<file path="src/rtl/sat_pkg.sv">
package sat_pkg;
  typedef enum logic [1:0] {
    ST_IDLE    = 2'd0,
    ST_SEND_LO = 2'd1,
    ST_SEND_HI = 2'd2,
    ST_WAIT    = 2'd3
  } sat_state_e;

  localparam int MAX_PARTS = 2;
  localparam int CNT_W     = $clog2(MAX_PARTS + 1);
  localparam logic PART_LO = 1'b0;
  localparam logic PART_HI = 1'b1;
endpackage

</file>
<file path="src/rtl/sat_part_count.sv">
module sat_part_count
  import sat_pkg::*;
(
  input  logic clk,
  input  logic rst_n,
  input  logic load,
  input  logic load_two,
  input  logic clear,
  input  logic dec_rsp,
  input  logic dec_drop,
  output logic next_zero
);
  logic [CNT_W-1:0] cnt_q, cnt_d;
  logic             cnt_en;

  always_comb begin
    if (load)       cnt_d = load_two ? CNT_W'(MAX_PARTS) : CNT_W'(1);
    else if (clear) cnt_d = '0;
    else            cnt_d = cnt_q - CNT_W'(dec_rsp) - CNT_W'(dec_drop);
    cnt_en    = load | clear | dec_rsp | dec_drop;
    next_zero = (cnt_d == '0);
  end

  always_ff @(posedge clk or negedge rst_n) begin
    if (!rst_n)      cnt_q <= '0;
    else if (cnt_en) cnt_q <= cnt_d;
  end
endmodule

</file>
<file path="src/rtl/sat_byte_merge.sv">
module sat_byte_merge #(
  parameter int DATA_BYTES = 8,
  parameter int SIZE_W     = $clog2(DATA_BYTES + 1)
) (
  input  logic                    clk,
  input  logic                    rst_n,
  input  logic                    clear,
  input  logic                    rsp_valid,
  input  logic                    rsp_hi,
  input  logic [SIZE_W-1:0]       lo_off,
  input  logic [SIZE_W-1:0]       lo_len,
  input  logic [SIZE_W-1:0]       total,
  input  logic [DATA_BYTES*8-1:0] rsp_data,
  output logic [DATA_BYTES*8-1:0] buf_q
);
  localparam int DATA_W = DATA_BYTES * 8;

  logic [DATA_W-1:0] placed;

  always_comb begin
    placed = rsp_hi ? (rsp_data << {lo_off, 3'b000}) : rsp_data;
  end

  for (genvar j = 0; j < DATA_BYTES; j++) begin : g_byte
    localparam logic [SIZE_W-1:0] IDX = SIZE_W'(j);
    logic wr;

    always_comb begin
      if (rsp_hi) wr = rsp_valid && (IDX >= lo_off) && (IDX < total);
      else        wr = rsp_valid && (IDX < lo_len);
    end

    always_ff @(posedge clk or negedge rst_n) begin
      if (!rst_n)     buf_q[j*8 +: 8] <= '0;
      else if (clear) buf_q[j*8 +: 8] <= '0;
      else if (wr)    buf_q[j*8 +: 8] <= placed[j*8 +: 8];
    end
  end
endmodule

</file>
<file path="src/rtl/sat_issue_ctrl.sv">
module sat_issue_ctrl
  import sat_pkg::*;
(
  input  logic clk,
  input  logic rst_n,
  input  logic acc_valid,
  input  logic acc_split,
  input  logic req_accept,
  input  logic cnt_next_zero,
  output logic acc_ready,
  output logic req_valid,
  output logic req_hi,
  output logic take,
  output logic drop_lo,
  output logic drop_hi,
  output logic done_q,
  output logic retry_q,
  output logic partial_q
);
  sat_state_e state_q, state_d;
  logic       split_q;
  logic       fin;

  always_comb begin
    state_d = state_q;
    take    = 1'b0;
    drop_lo = 1'b0;
    drop_hi = 1'b0;
    fin     = 1'b0;
    unique case (state_q)
      ST_IDLE: begin
        if (acc_valid) begin
          take    = 1'b1;
          state_d = ST_SEND_LO;
        end
      end
      ST_SEND_LO: begin
        if (!req_accept) begin
          drop_lo = 1'b1;
          state_d = ST_IDLE;
        end else begin
          state_d = split_q ? ST_SEND_HI : ST_WAIT;
        end
      end
      ST_SEND_HI: begin
        drop_hi = !req_accept;
        if (cnt_next_zero) begin
          fin     = 1'b1;
          state_d = ST_IDLE;
        end else begin
          state_d = ST_WAIT;
        end
      end
      ST_WAIT: begin
        if (cnt_next_zero) begin
          fin     = 1'b1;
          state_d = ST_IDLE;
        end
      end
      default: state_d = ST_IDLE;
    endcase
    acc_ready = (state_q == ST_IDLE);
    req_valid = (state_q == ST_SEND_LO) || (state_q == ST_SEND_HI);
    req_hi    = (state_q == ST_SEND_HI);
  end

  always_ff @(posedge clk or negedge rst_n) begin
    if (!rst_n) begin
      state_q   <= ST_IDLE;
      split_q   <= 1'b0;
      partial_q <= 1'b0;
      done_q    <= 1'b0;
      retry_q   <= 1'b0;
    end else begin
      state_q <= state_d;
      done_q  <= fin;
      retry_q <= drop_lo | drop_hi;
      if (take) begin
        split_q   <= acc_split;
        partial_q <= 1'b0;
      end else if (drop_hi) begin
        partial_q <= 1'b1;
      end
    end
  end
endmodule

</file>
<file path="src/rtl/split_access_tracker.sv">
module split_access_tracker
  import sat_pkg::*;
#(
  parameter int DATA_BYTES = 8,
  parameter int TAG_W      = 4,
  parameter int ADDR_W     = 16,
  parameter int SIZE_W     = $clog2(DATA_BYTES + 1),
  parameter int DATA_W     = DATA_BYTES * 8
) (
  input  logic              clk,
  input  logic              rst_n,
  input  logic              acc_valid,
  output logic              acc_ready,
  input  logic [ADDR_W-1:0] acc_addr,
  input  logic [TAG_W-1:0]  acc_tag,
  input  logic [SIZE_W-1:0] acc_size,
  input  logic [SIZE_W-1:0] acc_lo_size,
  output logic              req_valid,
  output logic [ADDR_W-1:0] req_addr,
  output logic [SIZE_W-1:0] req_size,
  input  logic              req_accept,
  input  logic              rsp_valid,
  input  logic              rsp_part,
  input  logic [DATA_W-1:0] rsp_data,
  output logic              done_valid,
  output logic [TAG_W-1:0]  done_tag,
  output logic [DATA_W-1:0] done_data,
  output logic              done_partial,
  output logic              retry
);
  logic [ADDR_W-1:0] base_q;
  logic [TAG_W-1:0]  tag_q;
  logic [SIZE_W-1:0] size_q, lo_q, lo_len;
  logic              take, drop_lo, drop_hi, req_hi, cnt_next_zero;

  sat_issue_ctrl u_ctrl (
    .clk          (clk),
    .rst_n        (rst_n),
    .acc_valid    (acc_valid),
    .acc_split    (acc_lo_size != '0),
    .req_accept   (req_accept),
    .cnt_next_zero(cnt_next_zero),
    .acc_ready    (acc_ready),
    .req_valid    (req_valid),
    .req_hi       (req_hi),
    .take         (take),
    .drop_lo      (drop_lo),
    .drop_hi      (drop_hi),
    .done_q       (done_valid),
    .retry_q      (retry),
    .partial_q    (done_partial)
  );

  sat_part_count u_count (
    .clk      (clk),
    .rst_n    (rst_n),
    .load     (take),
    .load_two (acc_lo_size != '0),
    .clear    (drop_lo),
    .dec_rsp  (rsp_valid && !acc_ready),
    .dec_drop (drop_hi),
    .next_zero(cnt_next_zero)
  );

  sat_byte_merge #(.DATA_BYTES(DATA_BYTES), .SIZE_W(SIZE_W)) u_merge (
    .clk      (clk),
    .rst_n    (rst_n),
    .clear    (take),
    .rsp_valid(rsp_valid && !acc_ready),
    .rsp_hi   (rsp_part == PART_HI),
    .lo_off   (lo_q),
    .lo_len   (lo_len),
    .total    (size_q),
    .rsp_data (rsp_data),
    .buf_q    (done_data)
  );

  always_ff @(posedge clk or negedge rst_n) begin
    if (!rst_n) begin
      base_q <= '0;
      tag_q  <= '0;
      size_q <= '0;
      lo_q   <= '0;
    end else if (take) begin
      base_q <= acc_addr;
      tag_q  <= acc_tag;
      size_q <= acc_size;
      lo_q   <= acc_lo_size;
    end
  end

  always_comb begin
    lo_len   = (lo_q == '0) ? size_q : lo_q;
    req_addr = req_hi ? (base_q + ADDR_W'(lo_q)) : base_q;
    req_size = req_hi ? (size_q - lo_q) : lo_len;
    done_tag = tag_q;
  end
endmodule

</file>
<file path="config.mk">
export PLATFORM = sky130hd
export DESIGN_NAME = split_access_tracker
export DESIGN_NICKNAME = d
export VERILOG_FILES = /design/src/rtl/sat_pkg.sv /design/src/rtl/sat_part_count.sv /design/src/rtl/sat_byte_merge.sv /design/src/rtl/sat_issue_ctrl.sv /design/src/rtl/split_access_tracker.sv
export SDC_FILE = /design/constraint.sdc
export NUM_CORES = 1
export LEC_CHECK = 0
export BUFFER_PORTS_ARGS = -buffer_cell sky130_fd_sc_hd__buf_2
export CELL_PAD_IN_SITES_DETAIL_PLACEMENT = 0
export CELL_PAD_IN_SITES_GLOBAL_PLACEMENT = 1
export CORE_MARGIN = 3
export CORE_UTILIZATION = 40
export CTS_CLUSTER_DIAMETER = 60
export DETAILED_ROUTE_END_ITERATION = 16
export HOLD_SLACK_MARGIN = 0.02
export PLACE_DENSITY_LB_ADDON = 0.2
export REMOVE_ABC_BUFFERS = 1
export SYNTH_ARGS = -nofsm -noshare
export SYNTH_HDL_FRONTEND = slang
export SYNTH_HIERARCHICAL = 1
export SYNTH_SLANG_ARGS = --single-unit
</file>
<file path="constraint.sdc">
create_clock -name clk -period 4.83 [get_ports clk]
set_input_delay 0 -clock clk [delete_from_list [all_inputs] [get_ports clk]]
set_output_delay 0 -clock clk [all_outputs]
set_load 0.02 [all_outputs]
</file>
After elaboration in Yosys (flattened, before gate mapping). Index checks and enable logic that the tools add are counted.

Flip-flop bits (word level): 100. Input port bits: 98. Logic and storage cells: 145.

Add/sub/neg operators: 4. $lt $le $gt $ge: 24. Equality and inequality tests: 5. Shift-type cells: 1. Mux-type cells: 46. Bitwise gates (word level): 4. Reductions and logical operators: 43.

Operators by type and width (number): 2-to-1 mux 8 bit (16); 2-to-1 mux 64 bit (1); << shifter 64 x 7 -> 64 bit (1); < comparator 3 x 4 -> 1 bit (first input constant) (8); logical AND 1 bit (25); 2-to-1 mux 1 bit (18); nonzero test 2 bit (9); adder 16 x 4 -> 16 bit (1); greater-or-equal comparator 3 x 4 -> 1 bit (first input constant) (4); < comparator 1 x 4 -> 1 bit (first input constant) (4); < comparator 2 x 4 -> 1 bit (first input constant) (4); 2-to-1 mux 16 bit (1); 2-to-1 mux 2 bit (7); greater-or-equal comparator 1 x 4 -> 1 bit (first input constant) (2); greater-or-equal comparator 2 x 4 -> 1 bit (first input constant) (2); 2-to-1 mux 4 bit (2); case mux 2 bit (4 select lines) (1); == test 2 bit (second input constant) (2); logical NOT 2 bit (2); logical NOT 4 bit (1); inequality test 2 bit (second input constant) (2); bitwise OR 1 bit (4); nonzero test 4 bit (1); subtractor 2 x 1 -> 2 bit (2); 6 further kinds (7).

Logic depth before layout (Yosys ltp).
Word-level depth: 10. Depth in mapped cells: 13. Mapped depth without buffers: 13.

Hierarchy. The synthesis kept the hierarchy.

By module, submodules not included: sat_byte_merge (instances 1, cells an instance 486, area an instance 5098.6 sq um, sequential area each 1601.5 sq um); split_access_tracker (instances 1, cells an instance 145, area an instance 1694.1 sq um, sequential area each 700.7 sq um); sat_issue_ctrl (instances 1, cells an instance 31, area an instance 345.3 sq um, sequential area each 150.1 sq um); sat_part_count (instances 1, cells an instance 22, area an instance 205.2 sq um, sequential area each 50.0 sq um).

Worst setup path after synthesis. Ideal clock, no wire load.

Path kind: register to register. Start point: register u_ctrl.state_q[0]. End point: register u_ctrl.state_q[0]. Library setup time: 125 ps. Arrival time: 2994 ps. Path slack: 1711 ps. Stages on the path, launching flop included: 12. Cell sequence: dfrtp_1 -> inv_1 -> ha_1 -> nor2b_1 -> inv_1 -> fa_1 -> ha_1 -> xor2_1 -> nor2_1 -> a22o_1 -> o22ai_2 -> mux2_2.

Cells in the longest elaborated chain, start to end: 10.

RTL lines: start, declared (line sat_issue_ctrl.sv:20) `sat_state_e state_q, state_d;`; start signal, assigned (line sat_issue_ctrl.sv:75) `state_q <= state_d;`; logical NOT 2 bit * (line sat_issue_ctrl.sv:62) `acc_ready = (state_q == ST_IDLE);`; named net acc_ready (line split_access_tracker.sv:13) `output logic acc_ready,`; logical NOT 1 bit (line split_access_tracker.sv:60) `.dec_rsp (rsp_valid && !acc_ready),`; logical AND 1 bit (line split_access_tracker.sv:60); subtractor 2 x 1 -> 2 bit (2 in series) (line sat_part_count.sv:19) `else cnt_d = cnt_q - CNT_W'(dec_rsp) - CNT_W'(dec_drop);`; 2-to-1 mux 2 bit (line sat_part_count.sv:18) `else if (clear) cnt_d = '0;`; 2-to-1 mux 2 bit * (line sat_part_count.sv:17) `if (load) cnt_d = load_two ? CNT_W'(MAX_PARTS) : CNT_W'(1);`; logical NOT 2 bit * (line sat_part_count.sv:21) `next_zero = (cnt_d == '0);`; named net cnt_next_zero (line split_access_tracker.sv:34) `logic take, drop_lo, drop_hi, req_hi, cnt_next_zero;`; 2-to-1 mux 2 bit or inequality test 2 bit (tied branches); case mux 2 bit (4 select lines) or AND reduction 2 bit (tied branches).

Mark *: on every way through the listed nets, which the timed path passes. The rest lies on a longest branch. A chain may end at the register's enable or synchronous reset.

Worst setup path after layout.
Start point: register u_ctrl.state_q[0]. End point: register u_ctrl.state_q[0].

Cells in the longest elaborated chain, start to end: 10.

RTL lines (line): logical NOT 2 bit (sat_issue_ctrl.sv:30, sat_issue_ctrl.sv:62); logical NOT 1 bit (split_access_tracker.sv:60); logical AND 1 bit (split_access_tracker.sv:60); subtractor 2 x 1 -> 2 bit (2 in series) (sat_part_count.sv:19); 2-to-1 mux 2 bit (sat_part_count.sv:18); 2-to-1 mux 2 bit * (sat_part_count.sv:17); logical NOT 2 bit * (sat_part_count.sv:21); named net cnt_next_zero (split_access_tracker.sv:34); 2-to-1 mux 2 bit or inequality test 2 bit (tied branches); case mux 2 bit (4 select lines) or AND reduction 2 bit (tied branches).

Marks and branches as above.

==> results_dict.tcl <==
set metrics [dict create \
    avgViaCountPerCell 5.839 \
    r2r_cells 11 \
    cts.htree.levels 3 \
    numClockSinks 100 \
    fillers 1667 \
    rsz0062_at_grt "no" \
    worstHoldEndpoint "u_merge/buf_q[50]" \
    crit_required_ns 5.07 \
    outcome "complete, no violations" \
    hold_start "rsp_data[50]" \
    rr_endpoint "u_ctrl/state_q[0]" \
    avgSynthCellArea_sq_um 10.74 \
    crit_type "reg2reg" \
    p_per_area_mw_per_mm2 694.3 \
    critical_path.max_fanout 9 \
    drc 0 \
    placed_cells 1055 \
    async_flop_share_pct 100.0 \
    cp-start-kind "register" \
    post-route-period-util_pct 71.80 \
    grt_max_degree 87 \
    die_w_um 141.5 \
    yosys-top-cells-area "dfrtp_1 (34%), mux2_2 (13%), mux2i_1 (4.2%)" \
    grt_use_total_pct 23.62 \
    num-nets-final 1000 \
    synth-seq-cells 100 \
    first_global_vias 6794 \
    grt_pass1_wl_um 37430 \
    gp_congestion 0.8133 \
    numCtsBuffers 9 \
    synth.distinct_cells 78 \
    via_count 6522 \
    yosysTopAreaCellShare_pct 34.08 \
    io_pins 191 \
    cts_root_buf "clkbuf_16" \
    start_util_pct 41.59 \
    setup_viol 0 \
    arrival_ns 3.71 \
    ys.flop_type "dfrtp_1" \
    relSlewSlack_pct 26.86 \
    yosysTopAreaCell "dfrtp_1" \
    core.rowCount 48 \
    max_freq_mhz 288.4 \
    hpwl_um 17240 \
    port_buffers 190 \
    antenna_left 0 \
    syn_area_sq_mm 0.007343 \
    drt_iter0_markers 331 \
    total_power_uw 6287 \
    synth_edf_count 0 \
    cts_tree "yes" \
    fin_setup_tns_ns 0 \
    cts.clk_slew.worst_paths_ns 0.08 \
    place_area_sq_mm 0.008315 \
    routed_wl_um 23920 \
    wire_per_inst_um 21.41 \
    rrSetupSlack_ns 1.36 \
    leakage_uw 0.004141 \
    ir_drop_v 0.0005718 \
    syn_to_final_growth_pct 23.31 \
    syn_inst 684 \
    drv_cap 0 \
    first_pass_iters 5 \
    die_y_um 141.5 \
    core-area_sq_mm 0.01766 \
    fin_cells 1117 \
    end_kind "register" \
    min_path_cells 4 \
    clockBufferDepth 2 \
    fin_ws_ns 1.362 \
    cts_setup_buffers 0 \
    fin_area_sq_mm 0.009055 \
    grt-ovfl-total 0 \
    finalClockSkew_ns 0.01827 \
    worstHoldPathType "in2reg" \
    maxSlewViolCount 0 \
    die-area_sq_mm 0.02002 \
    synth_seq_area_share_pct 34.08 \
    pre_cts_ws_ns 1.408 \
    drive_gt1_share_pct 37.87 \
    worstMarginPinSlew_ns 1.097 \
    yosys_warnings 6 \
    clk_latency_ns 0.36 \
    r2r_start "u_ctrl/state_q[0]" \
    finalHoldViolations 0 \
    antenna_found_initial 4 \
    period_needed_ns 3.468 \
]
-- cell families after synthesis --
| logic type | synth area share [%] |
|---|---|
| and+or+nand+nor | 11.47 |
| buffers and inverters | 5.435 |
| muxes | 22.07 |
| DFF | 34.08 |
| AOI/OAI and AO/OA | 21.72 |
| xor gates and xnor gates | 2.028 |
| adders and majority gates | 3.203 |
-- critical path, cell delays in order, from the launching register on --
cell and delay [ns]:
dfrtp_1 0.41, inv_1 0.10, ha_1 0.26, nor2b_1 0.54, inv_1 0.14, fa_1 0.53, ha_1 0.31, xor2_1 0.19
nor2_1 0.06, a22o_1 0.29, o22ai_2 0.17, mux2_2 0.36
-- cell usage after synthesis, types with 10 or more instances --
master / n
a22oi_1: 22
mux2i_1: 31
clkbuf_1: 10
buf_2: 18
nor2_1: 34
xor2_1: 10
o2bb2ai_1: 16
mux2_2: 86
a221oi_1: 10
a22o_1: 32
inv_1: 26
o211ai_1: 10
nand2_1: 40
a21oi_1: 23
ha_1: 14
mux2_1: 13
o21ai_1: 10
buf_6: 10
dfrtp_1: 100
-- placed cells by master, fill, tap and decap left out, types with 5 or more instances in the layout --
| cell type | synthesis | routed |
|---|---|---|
| a211o_1 | 8 | 8 |
| a211oi_1 | 9 | 9 |
| a21o_1 | 6 | 6 |
| a21oi_1 | 23 | 23 |
| a221oi_1 | 10 | 10 |
| a22o_1 | 32 | 32 |
| a22oi_1 | 22 | 22 |
| a2bb2oi_1 | 9 | 9 |
| buf_2 | 18 | 189 |
| buf_4 | 5 | 5 |
| clkbuf_16 | 0 | 9 |
| dfrtp_1 | 100 | 98 |
| dlygate4sd3_1 | 0 | 44 |
| ha_1 | 14 | 14 |
| inv_1 | 26 | 26 |
| mux2_1 | 13 | 13 |
| mux2_2 | 86 | 86 |
| mux2i_1 | 31 | 31 |
| mux4_2 | 8 | 8 |
| nand2_1 | 40 | 40 |
| nand2b_1 | 5 | 5 |
| nand3_1 | 5 | 5 |
| nor2_1 | 34 | 34 |
| nor2b_1 | 7 | 7 |
| nor3_1 | 9 | 9 |
| o211a_1 | 7 | 7 |
| o211ai_1 | 10 | 10 |
| o21ai_0 | 5 | 5 |
| o21ai_1 | 10 | 10 |
| o221ai_1 | 8 | 8 |
| o2bb2ai_1 | 16 | 16 |
| xnor2_1 | 7 | 7 |
| xor2_1 | 10 | 10 |
-- per-layer routing --
layer	GRT usage (%)	routed length (um)	vias to the layer above
li1	-	-	3010
met1	29.99	10240	3275
met2	41.56	12050	203
met3	3.775	1259	28
met4	6.970	343	6
met5	0	23	-
-- stage by stage --
stage,util (%),hold slack [ns]
2_1_floorplan,-,-0.2956
4_1_cts,51.25,0.02296
6_report,51.28,0.04095
3_3_place_gp,47.09,0.1186
5_1_grt,51.27,0.05061
3_5_place_dp,47.09,0.1354
-- state kept, by name (all words and copies together) (netlist names) --
name / flops
u_merge/buf_q: 64
base_q: 16
done_tag: 4
lo_q: 4
size_q: 4
u_count/cnt_q: 2
u_ctrl/state_q: 2
u_ctrl/done_q: 1
u_ctrl/partial_q: 1
u_ctrl/retry_q: 1
u_ctrl/split_q: 1
-- how the worst max path moves through the flow --
stage,from,slack [ns],cells past startpoint,end
2_1_floorplan,lo_q[0],1.10,7,u_merge/buf_q[0]
3_3_place_gp,u_ctrl/state_q[0],1.60,11,u_ctrl/state_q[1]
3_5_place_dp,u_ctrl/state_q[0],1.41,11,u_ctrl/state_q[0]
4_1_cts,u_ctrl/state_q[0],1.38,11,u_ctrl/state_q[0]
5_1_grt,u_ctrl/state_q[0],1.09,11,u_ctrl/state_q[1]
6_report,u_ctrl/state_q[0],1.36,11,u_ctrl/state_q[0]
-- timing repair --
action                    4_1_cts  5_1_grt
hold endpoints to repair      100        0
hold buffers                   44        0
resized for setup               0        0
-- power by group --
group | total, uW | internal (uW) | switching, uW
clock | 730 | 365 | 366
combinational | 3790 | 1670 | 2130
sequential | 1760 | 1240 | 526
-- area by class of cell --
type | instances | area [sq um] | share of cell area [%]
Clock inverter | 7 | 68.82 | 0.7600
Inverter | 27 | 101.3 | 1.119
Sequential cell | 100 | 2507 | 27.69
Clock buffer | 9 | 225.2 | 2.487
Tap cell | 225 | 281.5 | 3.109
Antenna cell | 2 | 5.005 | 0.05527
Multi-Input combinational cell | 509 | 4442 | 49.05
Timing Repair Buffer | 238 | 1424 | 15.72
Power figures use the tool's default switching activity.
